$ cat src/rtl/tmr_cmp_unit.sv
module tmr_cmp_unit #(
  parameter int W = 16
) (
  input  logic         clk,
  input  logic         rst_n,
  input  logic         tick,
  input  logic         cmp_we,
  input  logic         mode_we,
  input  logic [W-1:0] wdata,
  input  logic         adc_en,
  input  logic         cmp_flag_clr,
  input  logic         ovf_clr,
  output logic [W-1:0] tmr,
  output logic         out_pin,
  output logic         out_en,
  output logic         cmp_flag,
  output logic         ovf_flag,
  output logic         trig,
  output logic         conv_start
);
  localparam logic [3:0] M_OFF = 4'b0000;
  localparam logic [3:0] M_TOG = 4'b0010;
  localparam logic [3:0] M_SET = 4'b1000;
  localparam logic [3:0] M_CLR = 4'b1001;
  localparam logic [3:0] M_IRQ = 4'b1010;
  localparam logic [3:0] M_TRG = 4'b1011;

  logic [W-1:0] tmr_q, cmp_q;
  logic [3:0]   mode_q;
  logic         tick_q, pend_q, latch_q, cflag_q, oflag_q;

  wire pin_mode = (mode_q == M_SET) | (mode_q == M_CLR) | (mode_q == M_TOG);
  wire active   = pin_mode | (mode_q == M_IRQ) | (mode_q == M_TRG);
  wire is_trg   = (mode_q == M_TRG);
  wire hit      = (tmr_q == cmp_q);
  wire evt      = tick_q & hit & active;
  wire clr_tmr  = tick & is_trg & hit & (pend_q | evt);
  wire wrap     = tick & ~clr_tmr & (tmr_q == {W{1'b1}});

  always_ff @(posedge clk) begin
    if (!rst_n) begin
      tmr_q   <= '0;
      cmp_q   <= '0;
      mode_q  <= M_OFF;
      tick_q  <= 1'b0;
      pend_q  <= 1'b0;
      latch_q <= 1'b0;
      cflag_q <= 1'b0;
      oflag_q <= 1'b0;
    end else begin
      tick_q <= tick;
      if (tick) tmr_q <= clr_tmr ? '0 : tmr_q + 1'b1;
      if (cmp_we) cmp_q <= wdata;
      if (mode_we) mode_q <= wdata[3:0];

      if (tick) pend_q <= 1'b0;
      else if (evt & is_trg) pend_q <= 1'b1;

      if (mode_we && wdata[3:0] == M_OFF) latch_q <= 1'b0;
      else if (evt) begin
        case (mode_q)
          M_SET:   latch_q <= 1'b1;
          M_CLR:   latch_q <= 1'b0;
          M_TOG:   latch_q <= ~latch_q;
          default: latch_q <= latch_q;
        endcase
      end

      if (evt) cflag_q <= 1'b1;
      else if (cmp_flag_clr) cflag_q <= 1'b0;

      if (wrap) oflag_q <= 1'b1;
      else if (ovf_clr) oflag_q <= 1'b0;
    end
  end

  assign tmr        = tmr_q;
  assign out_pin    = latch_q;
  assign out_en     = pin_mode;
  assign cmp_flag   = cflag_q;
  assign ovf_flag   = oflag_q;
  assign trig       = evt & is_trg;
  assign conv_start = evt & is_trg & adc_en;
endmodule

$ cat config.mk
export PLATFORM = sky130hd
export DESIGN_NAME = tmr_cmp_unit
export DESIGN_NICKNAME = d
export VERILOG_FILES = /design/src/rtl/tmr_cmp_unit.sv
export SDC_FILE = /design/constraint.sdc
export NUM_CORES = 1
export LEC_CHECK = 0
export BUFFER_PORTS_ARGS = -buffer_cell sky130_fd_sc_hd__buf_2
export CAP_MARGIN = 25
export CORE_UTILIZATION = 30
export DETAILED_ROUTE_END_ITERATION = 7
export PLACE_DENSITY = 0.55
export SLEW_MARGIN = 20
export SYNTH_ARGS = -nofsm -noshare
export SYNTH_HDL_FRONTEND = slang
export SYNTH_SLANG_ARGS = --single-unit
export TNS_END_PERCENT = 50
$ cat constraint.sdc
create_clock -name clk -period 5.15 [get_ports clk]
set_input_delay 0.7725 -clock clk [delete_from_list [all_inputs] [get_ports clk]]
set_output_delay 0.7725 -clock clk [all_outputs]
set_load 0.01 [all_outputs]
==> results of run 1 <==
==> state kept, by name, indices dropped and copies added (netlist names) <==
name,cells
ovf_flag,1
cmp_q,16
tmr,16
pend_q,1
out_pin,1
mode_q,4
cmp_flag,1
tick_q,1
==> layer usage <==
metal / wire (um) / GRT usage (%) / part of all wire, %
met1: 2130 / 18.1 / 52
met2: 1780 / 19.8 / 43
met3: 145 / 3.67 / 3.5
met4: 63 / 5.26 / 1.5
met5: 0 / 0 / 0
==> area by class of cell <==
| cell class | count | area, um2 | area share (%) |
|---|---|---|---|
| repair buffers | 46 | 233 | 9.98 |
| multi-input cells | 150 | 1050 | 44.9 |
| clock buffers | 5 | 68.8 | 2.95 |
| inverters | 1 | 3.75 | 0.161 |
| flip-flops and latches | 41 | 821 | 35.2 |
| well taps | 75 | 93.8 | 4.03 |
| clock inverters | 3 | 65.1 | 2.79 |
==> through the flow <==
| step | hold slack, ns | setup slack, ns | util (%) | cell area [um2] | instances |
|---|---|---|---|---|---|
| 2_1_floorplan | 0.441 | 2.76 | - | 1910 | 201 |
| 3_3_place_gp | 0.463 | 2.65 | 36.3 | 2190 | 312 |
| 3_5_place_dp | 0.467 | 2.64 | 36.5 | 2200 | 313 |
| 4_1_cts | 0.488 | 2.30 | 38.7 | 2330 | 321 |
| 5_1_grt | 0.492 | 2.09 | 38.7 | 2330 | 321 |
| 6_report | 0.480 | 2.32 | 38.7 | 2330 | 321 |
==> worst reg2reg max path, delay by kind of cell, from the launching register on <==
family,cells,cell delay [ns]
buffers and inverters,1,0.26
xor gates and xnor gates,1,0.18
and+or+nand+nor,3,0.66
AOI/OAI and AO/OA,1,0.50
DFF,1,0.37
==> cells in the mapped netlist (all sizes together), types with 2 or more instances <==
cell	number	area share (%)
nor2b	22	7.2
dfxtp	41	43
nand4	5	1.6
nand2b	4	1.3
xnor2	4	1.8
a21oi	2	0.52
clkbuf	7	1.4
nor4	4	2.0
nand3	5	1.3
xor2	26	12
mux2i	20	10
o21ai	6	1.6
nand3b	3	1.2
buf	2	0.52
and2	5	1.6
nand2	9	1.8
or4b	2	1.0
nor3	4	1.0
or2	2	0.66
and4	2	0.92
nor2	17	3.3
==> worst paths after layout <==
kind	startpoint	to	slack, ns	cells past startpoint
hold reg to reg	pend_q	pend_q	0.48	1
setup / recovery	tmr[13]	conv_start	2.32	6
hold / removal	pend_q	pend_q	0.48	1
setup reg to reg	tmr[13]	tmr[7]	3.07	6
==> where the power goes <==
part           switching [mW]  total [mW]  leakage, nW  internal, mW
Clock                   0.111       0.304       0.0681         0.193
Sequential            0.00996       0.338        0.335         0.328
Combinational          0.0288      0.0590        0.663        0.0302
Total                   0.150       0.701         1.07         0.551
==> layout by cell type, fill, tap and decap left out, drive strengths merged, types with 2 or more instances in the layout <==
master | netlist | layout
buf | 2 | 46
nand3 | 5 | 5
nand3b | 3 | 3
nor4 | 4 | 4
or4b | 2 | 2
nor3 | 4 | 4
xnor2 | 4 | 4
nand4 | 5 | 5
nor2b | 22 | 22
nor2 | 17 | 17
and2 | 5 | 5
clkbuf | 7 | 5
nand2 | 9 | 9
xor2 | 26 | 26
mux2i | 20 | 20
and4 | 2 | 2
bufinv | 0 | 2
or2 | 2 | 2
o21ai | 6 | 6
nand2b | 4 | 4
a21oi | 2 | 2
dfxtp | 41 | 41
==> logic make-up after synthesis <==
logic type | count (synthesis)
AO/OA/AOI/OAI | 12
XOR/XNOR | 30
adder cells (fa/ha/maj) | 1
buffers and inverters | 10
flip-flops | 41
multiplexers | 20
AND/OR/NAND/NOR | 87
==> results.cfg, run 1 <==
[synthesis]
yosys_warnings = 0
ys.flop_type = dfxtp_1
synthCells = 201
synthMuxAreaShare_pct = 10.5
synthesis.area_um2 = 1910
synth_compound_gate_area_share_pct = 3.61
yosysUniqueCellTypes = 34
synth_edf_count = 0
syn_nets = 226
synthAdderAreaFrac_pct = 0.656
ys_seq_elements = 41
synth_seq_area_share_pct = 43.0
avgSynthCellArea_um2 = 9.49
synthSimpleGateAreaFrac_pct = 26.3
async_reset_ff_share_pct = 0
synth_xor_area_share_pct = 13.8
synth_top_family_by_area = simple AND/OR/NAND/NOR gates

[power]
irDropWorstVdd_v = 0.000106
p_per_area_nw_per_um2 = 301
fin_total_pwr_uw = 701
power.leakage_nw = 1.07

[clocking]
cts-root-buf = clkbuf_8
clk_latency_ns = 0.29
cts_tree = yes
clockBufferDepth = 2
htree_levels = 2
postCtsSetupRepairBufs = 0
cts_resized = 0
cts.sinks = 41
cts_buffers = 5
cts_hold_buffers = 0
cts.clk_slew.worst_paths_ns = 0.08

[placement]
hpwl_um = 3090
io_buffers = 45
gp_congestion = 0.683

[grt]
grt_overflow = 0
antenna_found_initial = 0
grt_pass1_vias = 1326
grt_max_degree = 30
grt_pass1_wl_um = 6570
grt.total_usage_pct = 13.3

[worst_setup_path]
cpPeakStageDelay_ns = 0.37
arrival_ns = 2.05
crit_buf_inv = 1
crit_type = flip-flop to primary output
crit_required_ns = 4.38
endpoint_kind = primary output
cpMaxStageDelayCell = dfxtp_1
critPathMaxFanout = 6
path_cells = xor2_1, nor4_1, nand4_1, nor3_1, and2_1, buf_2
critPathTopFamily = simple AND/OR/NAND/NOR gates
startpoint_type = flip-flop

[timing]
slew_violations = 0
tightestPinTransition_ns = 0.513
post-route-min-period_ns = 2.83
setup_viol = 0
rsz0062_at_grt = no
slew_headroom_pct = 65.8
clock_skew_ns = 0.00873
fmax_mhz = 354
min_period_over_period_pct = 54.9
hold_violations = 0
fin_setup_tns_ns = 0

[job]
drv_cap = 0

[floorplanning]
placementRows = 28
coreArea_um2 = 6030
die_w_um = 81.7
start_util_pct = 31.6
die-area_um2 = 6680
num_io_pins = 46
die_h_um = 81.7

[route]
viasPerCell = 4.46
drt-total-wl_um = 4130
routedWlPerCell_um = 12.9
drt-initial-drc-count = 72
vias = 1432
drc = 0
firstDrtPassIters = 4
ant_nets = 0

[outcome]
outcome = finished clean

[finish]
final_nets = 270
n_antenna_cell = 0
area_growth_pct = 22.2
final_layout_size_suffix_gt1_share_pct = 23.6
fillers = 650

[worst_hold_path]
hold_path_class = flip-flop to flip-flop
No activity file was read; power rests on OpenSTA's default activity.
==> run 2: changes to the inputs <==
- clock period: 5.15 -> 2.6 ns (I/O delays scaled with it)
==> results.cfg, run 2 (synthesis gave the netlist of run 1 again) <==
[floorplanning]
num_io_pins = 46
placementRows = 28
die-area_um2 = 6680
coreArea_um2 = 6030
die_h_um = 81.7
start_util_pct = 31.6
die_w_um = 81.7

[clocking]
cts_tree = yes
htree_levels = 2
cts-root-buf = clkbuf_8
cts_hold_buffers = 0
clockBufferDepth = 2
cts.sinks = 41
clk_latency_ns = 0.29
cts.clk_slew.worst_paths_ns = 0.08
cts_buffers = 5

[worst_setup_path]
arrival_ns = 1.87
startpoint_type = flip-flop
cpMaxStageDelayCell = dfxtp_1
endpoint_kind = primary output
critPathMaxFanout = 6
path_cells = xor2_1, nor4_2, nand4_1, nor3_2, and2_1, buf_2
crit_required_ns = 2.21
cpPeakStageDelay_ns = 0.46
crit_type = flip-flop to primary output

[placement]
placed_cell_area_um2 = 2200
hpwl_um = 3050
io_buffers = 45
dp_cells = 314
gp_congestion = 0.684

[power]
irDropWorstVdd_v = 0.000155
fin_total_pwr_mw = 1.21
p_per_area_nw_per_um2 = 526
power.leakage_nw = 1.05

[timing]
fin_setup_tns_ns = 0
hold_violations = 0
fmax_mhz = 443
tightestPinTransition_ns = 0.517
min_period_over_period_pct = 86.9
post-route-min-period_ns = 2.26
clock_skew_ns = 0.00304
slew_violations = 0
setup_viol = 0
slew_headroom_pct = 65.5
rsz0062_at_grt = no

[grt]
grt_pass1_wl_um = 6880
grt_max_degree = 29
busiest_layer = met2
globalRouteMet2Util_pct = 22.1
grt_overflow = 0
grt.total_usage_pct = 13.9
gr-usage-met1_pct = 17.9
antenna_found_initial = 0
grt_pass1_vias = 1412
use_met3_pct = 3.33

[route]
firstDrtPassIters = 4
drt-total-wl_um = 4200
drc = 0
routedWlPerCell_um = 13.0
vias = 1466
viasPerCell = 4.55
drt-initial-drc-count = 71
ant_nets = 0

[finish]
area_growth_pct = 20.8
final_common_cell = buf_2
post-route-cell-area_um2 = 2300
n_antenna_cell = 0
stdcell_count = 322
final_layout_size_suffix_gt1_share_pct = 23.9
final_cell_mix = buf_2, dfxtp_1, xor2_1
final_nets = 272

[job]
drv_cap = 0

[outcome]
outcome = finished clean

[worst_hold_path]
hold_path_class = primary input to flip-flop
## run 2: cell count changes in the layout (fill, tap and decap cells not counted), sizes merged
| cell | delta |
|---|---|
| bufinv | -2 |
| clkbuf | +2 |
| clkinv | -1 |
| buf | +2 |
## run 2: final timing paths
kind	from	to	cells past startpoint	slack, ns
setup / recovery	tmr[12]	conv_start	6	0.34
hold / removal	wdata[9]	cmp_q[9]	3	0.36
setup reg to reg	tmr[12]	out_pin	6	0.63
hold reg to reg	pend_q	pend_q	1	0.48
## run 2: cell type report
cell class	count	area [um2]
clock buffer	7	86.3
timing repair buffer	48	248
fill	659	3720
multi-input combinational	150	1050
sequential	41	821
tap	75	93.8
inverter	1	3.75
## run 2: timing repair
| action | in CTS | in global routing |
|---|---|---|
| setup endpoints to repair | 0 | 2 |
| buffers inserted | 0 | 1 |
| gates resized for setup | 0 | 1 |
## run 2: stage by stage
stage	hold slack (ns)	worst slack, ns	utilization (%)
floorplan	0.441	0.590	-
global placement	0.461	0.499	36.6
detailed placement	0.460	0.459	36.6
CTS	0.354	0.132	38.0
global route	0.358	0.0573	38.2
finish	0.357	0.341	38.2
## run 2: critical path, delay by kind of cell, from the launching register on
family,cells,cell delay (ns)
and+or+nand+nor,4,0.87
DFF,1,0.46
xor gates and xnor gates,1,0.13
buffers and inverters,1,0.12
## run 2: routing by layer
layer | share of wire (%) | wire [um]
met2 | 44 | 1860
met3 | 3.6 | 151
met4 | 1.7 | 70
met5 | 0 | 0
met1 | 50 | 2120
## run 2: power breakdown
part | internal (mW) | switching, mW | leakage (nW)
combinational | 0.0618 | 0.0571 | 0.673
sequential | 0.650 | 0.0197 | 0.335
clock | 0.211 | 0.213 | 0.0443
total | 0.922 | 0.290 | 1.05
